## src/rtl/adc_sp_pkg.sv

```systemverilog
package adc_sp_pkg;
    typedef enum logic [1:0] {
        ST_IDLE  = 2'd0,
        ST_XFER  = 2'd1,
        ST_ABORT = 2'd2
    } sp_state_e;
endpackage

```

## src/rtl/sp_sync.sv

```systemverilog
module sp_sync #(
    parameter int              W       = 1,
    parameter logic [W-1:0]    RST_VAL = '0
) (
    input  logic         clk,
    input  logic         rst_n,
    input  logic [W-1:0] d,
    output logic [W-1:0] q
);
    logic [W-1:0] s1;

    always_ff @(posedge clk or negedge rst_n) begin
        if (!rst_n) begin
            s1 <= RST_VAL;
            q  <= RST_VAL;
        end else begin
            s1 <= d;
            q  <= s1;
        end
    end
endmodule

```

## src/rtl/sp_stall_timer.sv

```systemverilog
module sp_stall_timer #(
    parameter int LIMIT = 7000000
) (
    input  logic clk,
    input  logic rst_n,
    input  logic run,
    output logic expired
);
    localparam int CW = $clog2(LIMIT + 1);

    logic [CW-1:0] cnt;

    always_ff @(posedge clk or negedge rst_n) begin
        if (!rst_n)
            cnt <= '0;
        else if (!run)
            cnt <= '0;
        else if (cnt != CW'(LIMIT))
            cnt <= cnt + 1'b1;
    end

    assign expired = run && (cnt == CW'(LIMIT));
endmodule

```

## src/rtl/sp_shift.sv

```systemverilog
module sp_shift #(
    parameter int TXW = 32,
    parameter int RXW = 16,
    parameter int NW  = 6
) (
    input  logic           clk,
    input  logic           rst_n,
    input  logic           load,
    input  logic [TXW-1:0] load_val,
    input  logic           rise,
    input  logic           fall,
    input  logic           din,
    output logic           tx_top,
    output logic [RXW-1:0] rx_word,
    output logic [NW-1:0]  nfall
);
    logic [TXW-1:0] tx;

    always_ff @(posedge clk or negedge rst_n) begin
        if (!rst_n) begin
            tx      <= '0;
            rx_word <= '0;
            nfall   <= '0;
        end else if (load) begin
            tx      <= load_val;
            rx_word <= '0;
            nfall   <= '0;
        end else begin
            if (rise)
                tx <= {tx[TXW-2:0], 1'b0};
            if (fall) begin
                rx_word <= {rx_word[RXW-2:0], din};
                if (nfall != {NW{1'b1}})
                    nfall <= nfall + 1'b1;
            end
        end
    end

    assign tx_top = tx[TXW-1];
endmodule

```

## src/rtl/adc_serial_port.sv

```systemverilog
module adc_serial_port
    import adc_sp_pkg::*;
#(
    parameter int          DW        = 16,
    parameter int          CLK_KHZ   = 250000,
    parameter int          STALL_MS  = 28,
    parameter int          PU_BIT    = 3,
    parameter logic [15:0] CFG_RESET = 16'h0008
) (
    input  logic          clk,
    input  logic          rst_n,
    input  logic          cs_n,
    input  logic          sclk,
    input  logic          din,
    output logic          sdo,
    output logic          sdo_en,
    output logic          sdo_pull,
    input  logic [DW-1:0] conv_data,
    input  logic          conv_valid,
    output logic [DW-1:0] cfg_word
);
    localparam int LIMIT = CLK_KHZ * STALL_MS;
    localparam int TXW   = 2 * DW;
    localparam int NW    = $clog2(TXW + 1) + 1;

    sp_state_e state, state_nx;

    logic cs_s, sck_s, din_s, cs_q, sck_q;
    logic cs_fall, cs_rise, sck_rise, sck_fall;
    logic start, in_xfer, expired, tx_top, out_bit;
    logic fresh, pend_clr, clear_hit;
    logic [DW-1:0] latest, rx_word;
    logic [NW-1:0] nfall;

    sp_sync #(.W(3), .RST_VAL(3'b100)) u_sync (
        .clk   (clk),
        .rst_n (rst_n),
        .d     ({cs_n, sclk, din}),
        .q     ({cs_s, sck_s, din_s})
    );

    always_ff @(posedge clk or negedge rst_n) begin
        if (!rst_n) begin
            cs_q  <= 1'b1;
            sck_q <= 1'b0;
        end else begin
            cs_q  <= cs_s;
            sck_q <= sck_s;
        end
    end

    assign cs_fall  = cs_q & ~cs_s;
    assign cs_rise  = ~cs_q & cs_s;
    assign sck_rise = ~sck_q & sck_s;
    assign sck_fall = sck_q & ~sck_s;
    assign in_xfer  = (state == ST_XFER);
    assign start    = (state == ST_IDLE) && cs_fall;

    sp_stall_timer #(.LIMIT(LIMIT)) u_timer (
        .clk     (clk),
        .rst_n   (rst_n),
        .run     (in_xfer && !sck_s),
        .expired (expired)
    );

    sp_shift #(.TXW(TXW), .RXW(DW), .NW(NW)) u_shift (
        .clk      (clk),
        .rst_n    (rst_n),
        .load     (start),
        .load_val ({latest, cfg_word}),
        .rise     (in_xfer && sck_rise),
        .fall     (in_xfer && sck_fall),
        .din      (din_s),
        .tx_top   (tx_top),
        .rx_word  (rx_word),
        .nfall    (nfall)
    );

    // state register
    always_ff @(posedge clk or negedge rst_n) begin
        if (!rst_n) state <= ST_IDLE;
        else        state <= state_nx;
    end

    always_comb begin
        state_nx = state;
        unique case (state)
            ST_IDLE:  if (cs_fall) state_nx = ST_XFER;
            ST_XFER:  if (cs_rise) state_nx = ST_IDLE;
                      else if (expired) state_nx = ST_ABORT;
            ST_ABORT: if (cs_rise) state_nx = ST_IDLE;
            default:  state_nx = ST_IDLE;
        endcase
    end

    // result holding and unread flag
    assign clear_hit = in_xfer && sck_fall && pend_clr &&
                       (nfall == NW'(DW - 1));

    always_ff @(posedge clk or negedge rst_n) begin
        if (!rst_n) begin
            latest   <= '0;
            fresh    <= 1'b0;
            pend_clr <= 1'b0;
        end else begin
            if (conv_valid)
                latest <= conv_data;
            if (conv_valid)
                fresh <= 1'b1;
            else if (clear_hit)
                fresh <= 1'b0;
            if (start)
                pend_clr <= fresh & ~conv_valid;
            else if (conv_valid || clear_hit)
                pend_clr <= 1'b0;
        end
    end

    // configuration commit
    always_ff @(posedge clk or negedge rst_n) begin
        if (!rst_n)
            cfg_word <= CFG_RESET;
        else if (in_xfer && cs_rise &&
                 (nfall == NW'(DW) || nfall == NW'(TXW)))
            cfg_word <= rx_word;
    end

    // output process
    always_ff @(posedge clk or negedge rst_n) begin
        if (!rst_n)
            out_bit <= 1'b1;
        else if (start)
            out_bit <= ~fresh;
        else if (in_xfer && sck_rise)
            out_bit <= tx_top;
    end

    assign sdo_en   = in_xfer;
    assign sdo      = in_xfer & out_bit;
    assign sdo_pull = !in_xfer && cfg_word[PU_BIT];
endmodule

```

## config.mk

```make
export PLATFORM = sky130hd
export DESIGN_NAME = adc_serial_port
export DESIGN_NICKNAME = d
export VERILOG_FILES = /design/src/rtl/adc_sp_pkg.sv /design/src/rtl/sp_sync.sv /design/src/rtl/sp_stall_timer.sv /design/src/rtl/sp_shift.sv /design/src/rtl/adc_serial_port.sv
export SDC_FILE = /design/constraint.sdc
export NUM_CORES = 1
export LEC_CHECK = 0
export BUFFER_PORTS_ARGS = -buffer_cell sky130_fd_sc_hd__buf_2
export CORE_MARGIN = 2
export CORE_UTILIZATION = 40
export CTS_BUF_LIST = sky130_fd_sc_hd__clkbuf_8
export CTS_CLUSTER_DIAMETER = 60
export DETAILED_ROUTE_END_ITERATION = 12
export PLACE_DENSITY_LB_ADDON = 0.2
export SYNTH_ARGS = -nofsm -noshare
export SYNTH_HDL_FRONTEND = slang
export SYNTH_SLANG_ARGS = --single-unit
```

## constraint.sdc

```tcl
create_clock -name clk -period 4.4 [get_ports clk]
set_input_delay 0 -clock clk [delete_from_list [all_inputs] [get_ports clk]]
set_output_delay 0 -clock clk [all_outputs]
set_load 0.02 [all_outputs]
```

==> impl_summary.txt <==
----------------------------------------------------
[Synth]
  Post-synthesis instance area ... 5410 µm²
  Top cells by area in the synthesized netlist ... dfrtp_1 55%, mux2_2 6.7%, mux2i_1 6.3%
  Register bit total from synthesis ... 123
  Count of flip-flops with a built-in enable after synthesis ... 0
  Yosys warning total ... 0
  Leading area contributor after synthesis ... dfrtp_1
  Ranking of synthesized cells by instance count ... 118 x dfrtp_1, 78 x nand2_1, 57 x o21ai_0
  Most common cell in the netlist ... dfrtp_1
  Post-Syn Nets ... 519
  Prevailing post-synth register cell ... dfrtp_1
  Mean instance size in the synthesized netlist ... 11.0 µm²
  Synth top area share ... 54.6%
  Synthesized instance count ... 493
  Post-synthesis sequential area ratio ... 57.0%
  Count of cell types in the netlist ... 45
  Share of flip-flops with an asynchronous set or reset after synthesis ... 100%

[Run]
  Max-capacitance violation count ... 0

[CTS]
  Post-CTS clock slew at the launch and capture registers of the worst setup and hold paths ... 0.07 ns
  Hold bufs inserted after CTS ... 20
  Clock root cell ... clkbuf_8
  Number of H-tree levels ... 4
  Deepest clock path buffer count ... 2
  Quantity of gates resized following cts ... 0
  Num Clock Sinks ... 123
  Total CTS buffers ... 17
  Clock latency on the worst-skew pair ... 0.43 ns
  Buffer count from post-CTS setup fixing ... 0
  TritonCTS clock tree ... yes

[Timing]
  Maximum clock skew at final layout ... 0.00992 ns
  Max-slew headroom at the worst pin ... 33.2%
  Final Hold Fails ... 0
  Worst-margin pin slew ... 1.00 ns
  Setup Viol. Count Final ... 0
  Final setup TNS ... 0 ns
  Count of pins over their slew limit ... 0
  Final cycle utilization of the critical path ... 55.4%
  Fmax ... 410 MHz
  Post-layout min period ... 2.44 ns
  Unrepaired setup endpoints after global routing ... false
  Final setup margin ... 1.96 ns

[Final layout]
  Area used by multi-input combinational logic ... 2190 µm²
  Synthesis-to-layout area growth ... 17.1%
  Nets ... 574
  Fillcell total ... 1260
  Seq. cell area ... 3080 µm²
  Fraction of final layout cells sized beyond drive strength 1 ... 20.9%
  Count of inserted antenna diode cells ... 0

[Floorplanning]
  Boundary pin count ... 41
  Initial core utilization ... 40.8%
  Area enclosed by the die boundary ... 14500 µm²
  Die Width ... 120 µm
  Die span in y ... 120 µm
  Core Area ... 13200 µm²
  Std-Cell Rows ... 42

[Outcome]
  Run status ... finished clean

[Route]
  Remaining routing DRC violations ... 0
  Total iterations of the first detailed-routing run ... 4
  Number of violations reported at the end of detailed-routing iteration 0 ... 180
  Remaining number of nets flagged by the antenna check after routing ... 0
  Total vias in the final route ... 3723
  Via-to-Cell Ratio ... 5.05
  Final routed wire length divided by cell count ... 14.1 µm
  Detailed-route wire length ... 10.4 mm

[Place]
  Detailed placement HPWL ... 6.46 mm
  Worst setup slack before clock tree synthesis ... 1.94 ns
  Routability Congestion ... 0.764
  Port Buffer Count ... 40

[Setup path]
  Classification of the worst setup path ... flop to flop
  WP buf/inv ... 0
  Cell type group with the largest total delay on the critical path ... simple AND/OR/NAND/NOR gates
  Cell chain of the critical path ... nor2b_1 > nand4_1 > mux2_2
  Arrival time at the worst endpoint ... 2.74 ns
  Worst EP required ... 4.71 ns
  Sort of element at the start of the critical path ... flop
  Endpoint type of the worst setup path ... flop
  Maximum fanout along the worst path ... 16
  Slowest Stage Delay on Critical Path ... 0.85 ns
  Max stage delay cell, worst path ... nand4_1

[GRT]
  Global-route wire length before repair ... 17.7 mm
  GRT Util Overall ... 15.6%
  Vias in the first global route ... 3656
  Sum of overflow across all layers after global routing ... 0
  Pin count of the biggest net entering global routing ... 80
  Initial antenna violation count ... 0

[Pwr]
  Sequential Power Share ... 52.0%
  Sw power ... 623 µW
  Clk network pwr share ... 38.2%
  Worst-case vdd ir drop ... 0.000357 V
  Total power per unit cell area ... 391 nW/µm²
  Combinational cell fraction of total power ... 9.9%
  Internal power ... 1.86 mW
  Switching fraction of total power ... 25.1%
  Pleak ... 2.75 nW

[Min path]
  Worst min path class ... primary input to flop

----------------------------------------------------
worst register-to-register path, stage by stage, from the launching register on:
cell     delay (ns)
dfrtp_1        0.47
nor2b_1        0.41
nand4_1        0.85
mux2_2         0.59
sequential cells by signal (all words and copies together) (netlist names):
name             flops
fresh                1
u_shift.rx_word     16
cs_q                 1
pend_clr             1
u_shift.tx          32
u_sync.q             3
u_timer.cnt         23
cfg_word            16
latest              16
sck_q                1
u_shift.nfall        7
u_sync.s1            3
out_bit              1
state                2
cells by family after synthesis:
family                   synth area share [%]
AO/OA/AOI/OAI                            8.84
adder cells (fa/ha/maj)                 0.926
flip-flops                               57.0
multiplexers                             13.0
XOR/XNOR                                 1.94
AND/OR/NAND/NOR                          15.5
buffers and inverters                    2.80
layout make-up:
| class | instances | area share (%) |
|---|---|---|
| Tap cell | 176 | 3.48 |
| Multi-Input combinational cell | 334 | 34.7 |
| Inverter | 9 | 0.534 |
| Clock buffer | 19 | 4.13 |
| Timing Repair Buffer | 63 | 6.72 |
| Clock inverter | 13 | 1.76 |
| Sequential cell | 123 | 48.7 |
final timing paths:
check | end | from | slack, ns | depth (start not counted)
max reg2reg | cfg_word[7] | state[1] | 1.96 | 3
min | fresh | conv_valid | 0.03 | 2
min in group asynchronous | u_timer.cnt[18] | rst_n | 0.27 | 2
max | cfg_word[7] | state[1] | 1.96 | 3
max in group asynchronous | out_bit | rst_n | 2.94 | 3
min reg2reg | u_sync.q[2] | u_sync.s1[2] | 0.36 | 0
power by group through the flow:
stage          combinational [mW]  clock (mW)  sequential, mW
3_5_place_dp                0.235           0            1.31
6_report                    0.244       0.946            1.29
5_1_grt                     0.282        1.02            1.30
2_1_floorplan               0.168           0            1.29
4_1_cts                     0.251       0.976            1.29
3_3_place_gp                0.229           0            1.31
metrics by stage:
step | hold slack [ns] | instances | cell area (µm²) | total power [mW] | util (%)
3_3_place_gp | 0.108 | 685 | 5760 | 1.54 | 43.5
5_1_grt | 0.0299 | 737 | 6330 | 2.61 | 47.8
4_1_cts | 0.0120 | 737 | 6330 | 2.52 | 47.8
3_5_place_dp | 0.110 | 685 | 5760 | 1.55 | 43.5
2_1_floorplan | -0.296 | 493 | 5410 | 1.46 | -
6_report | 0.0326 | 737 | 6330 | 2.48 | 47.8
layout by cell type (no fill, tap or decap), types with 3 or more instances in the layout:
cell type      netlist  final
or3_1                4      4
dlygate4sd3_1        0     20
nand2b_1             4      4
dfrtp_1            118    118
nand2_1             78     78
inv_1                9     14
and3_1               5      4
nor4_1               3      3
xnor2_1              5      5
dfstp_2              5      5
buf_2                4     39
and2_1               3      3
or4_1                7      7
clkbuf_8             0     19
nor4b_1              4      3
mux2_2              32     32
nor2_1              16     16
and4_1               3      3
xor2_1               7      7
nand4_1              6      6
ha_1                 4      4
nor3_1               5      5
o21ai_0             57     57
nor2b_1              3      3
clkinv_2             0      5
mux2i_1             34     34
buf_4                3      4
nand3_1             15     15
o31ai_1              7      7
a21oi_1             14     14
layer usage:
layer,up-vias,track usage [%],part of all wire [%],wire (µm)
met4,0,5.67,1.1,117
met5,-,0,0,0
met1,1830,20.7,49,5140
met2,44,23.9,47,4840
met3,7,5.00,2.8,294
li1,1842,-,-,-
(Power assumes the default switching activity.)
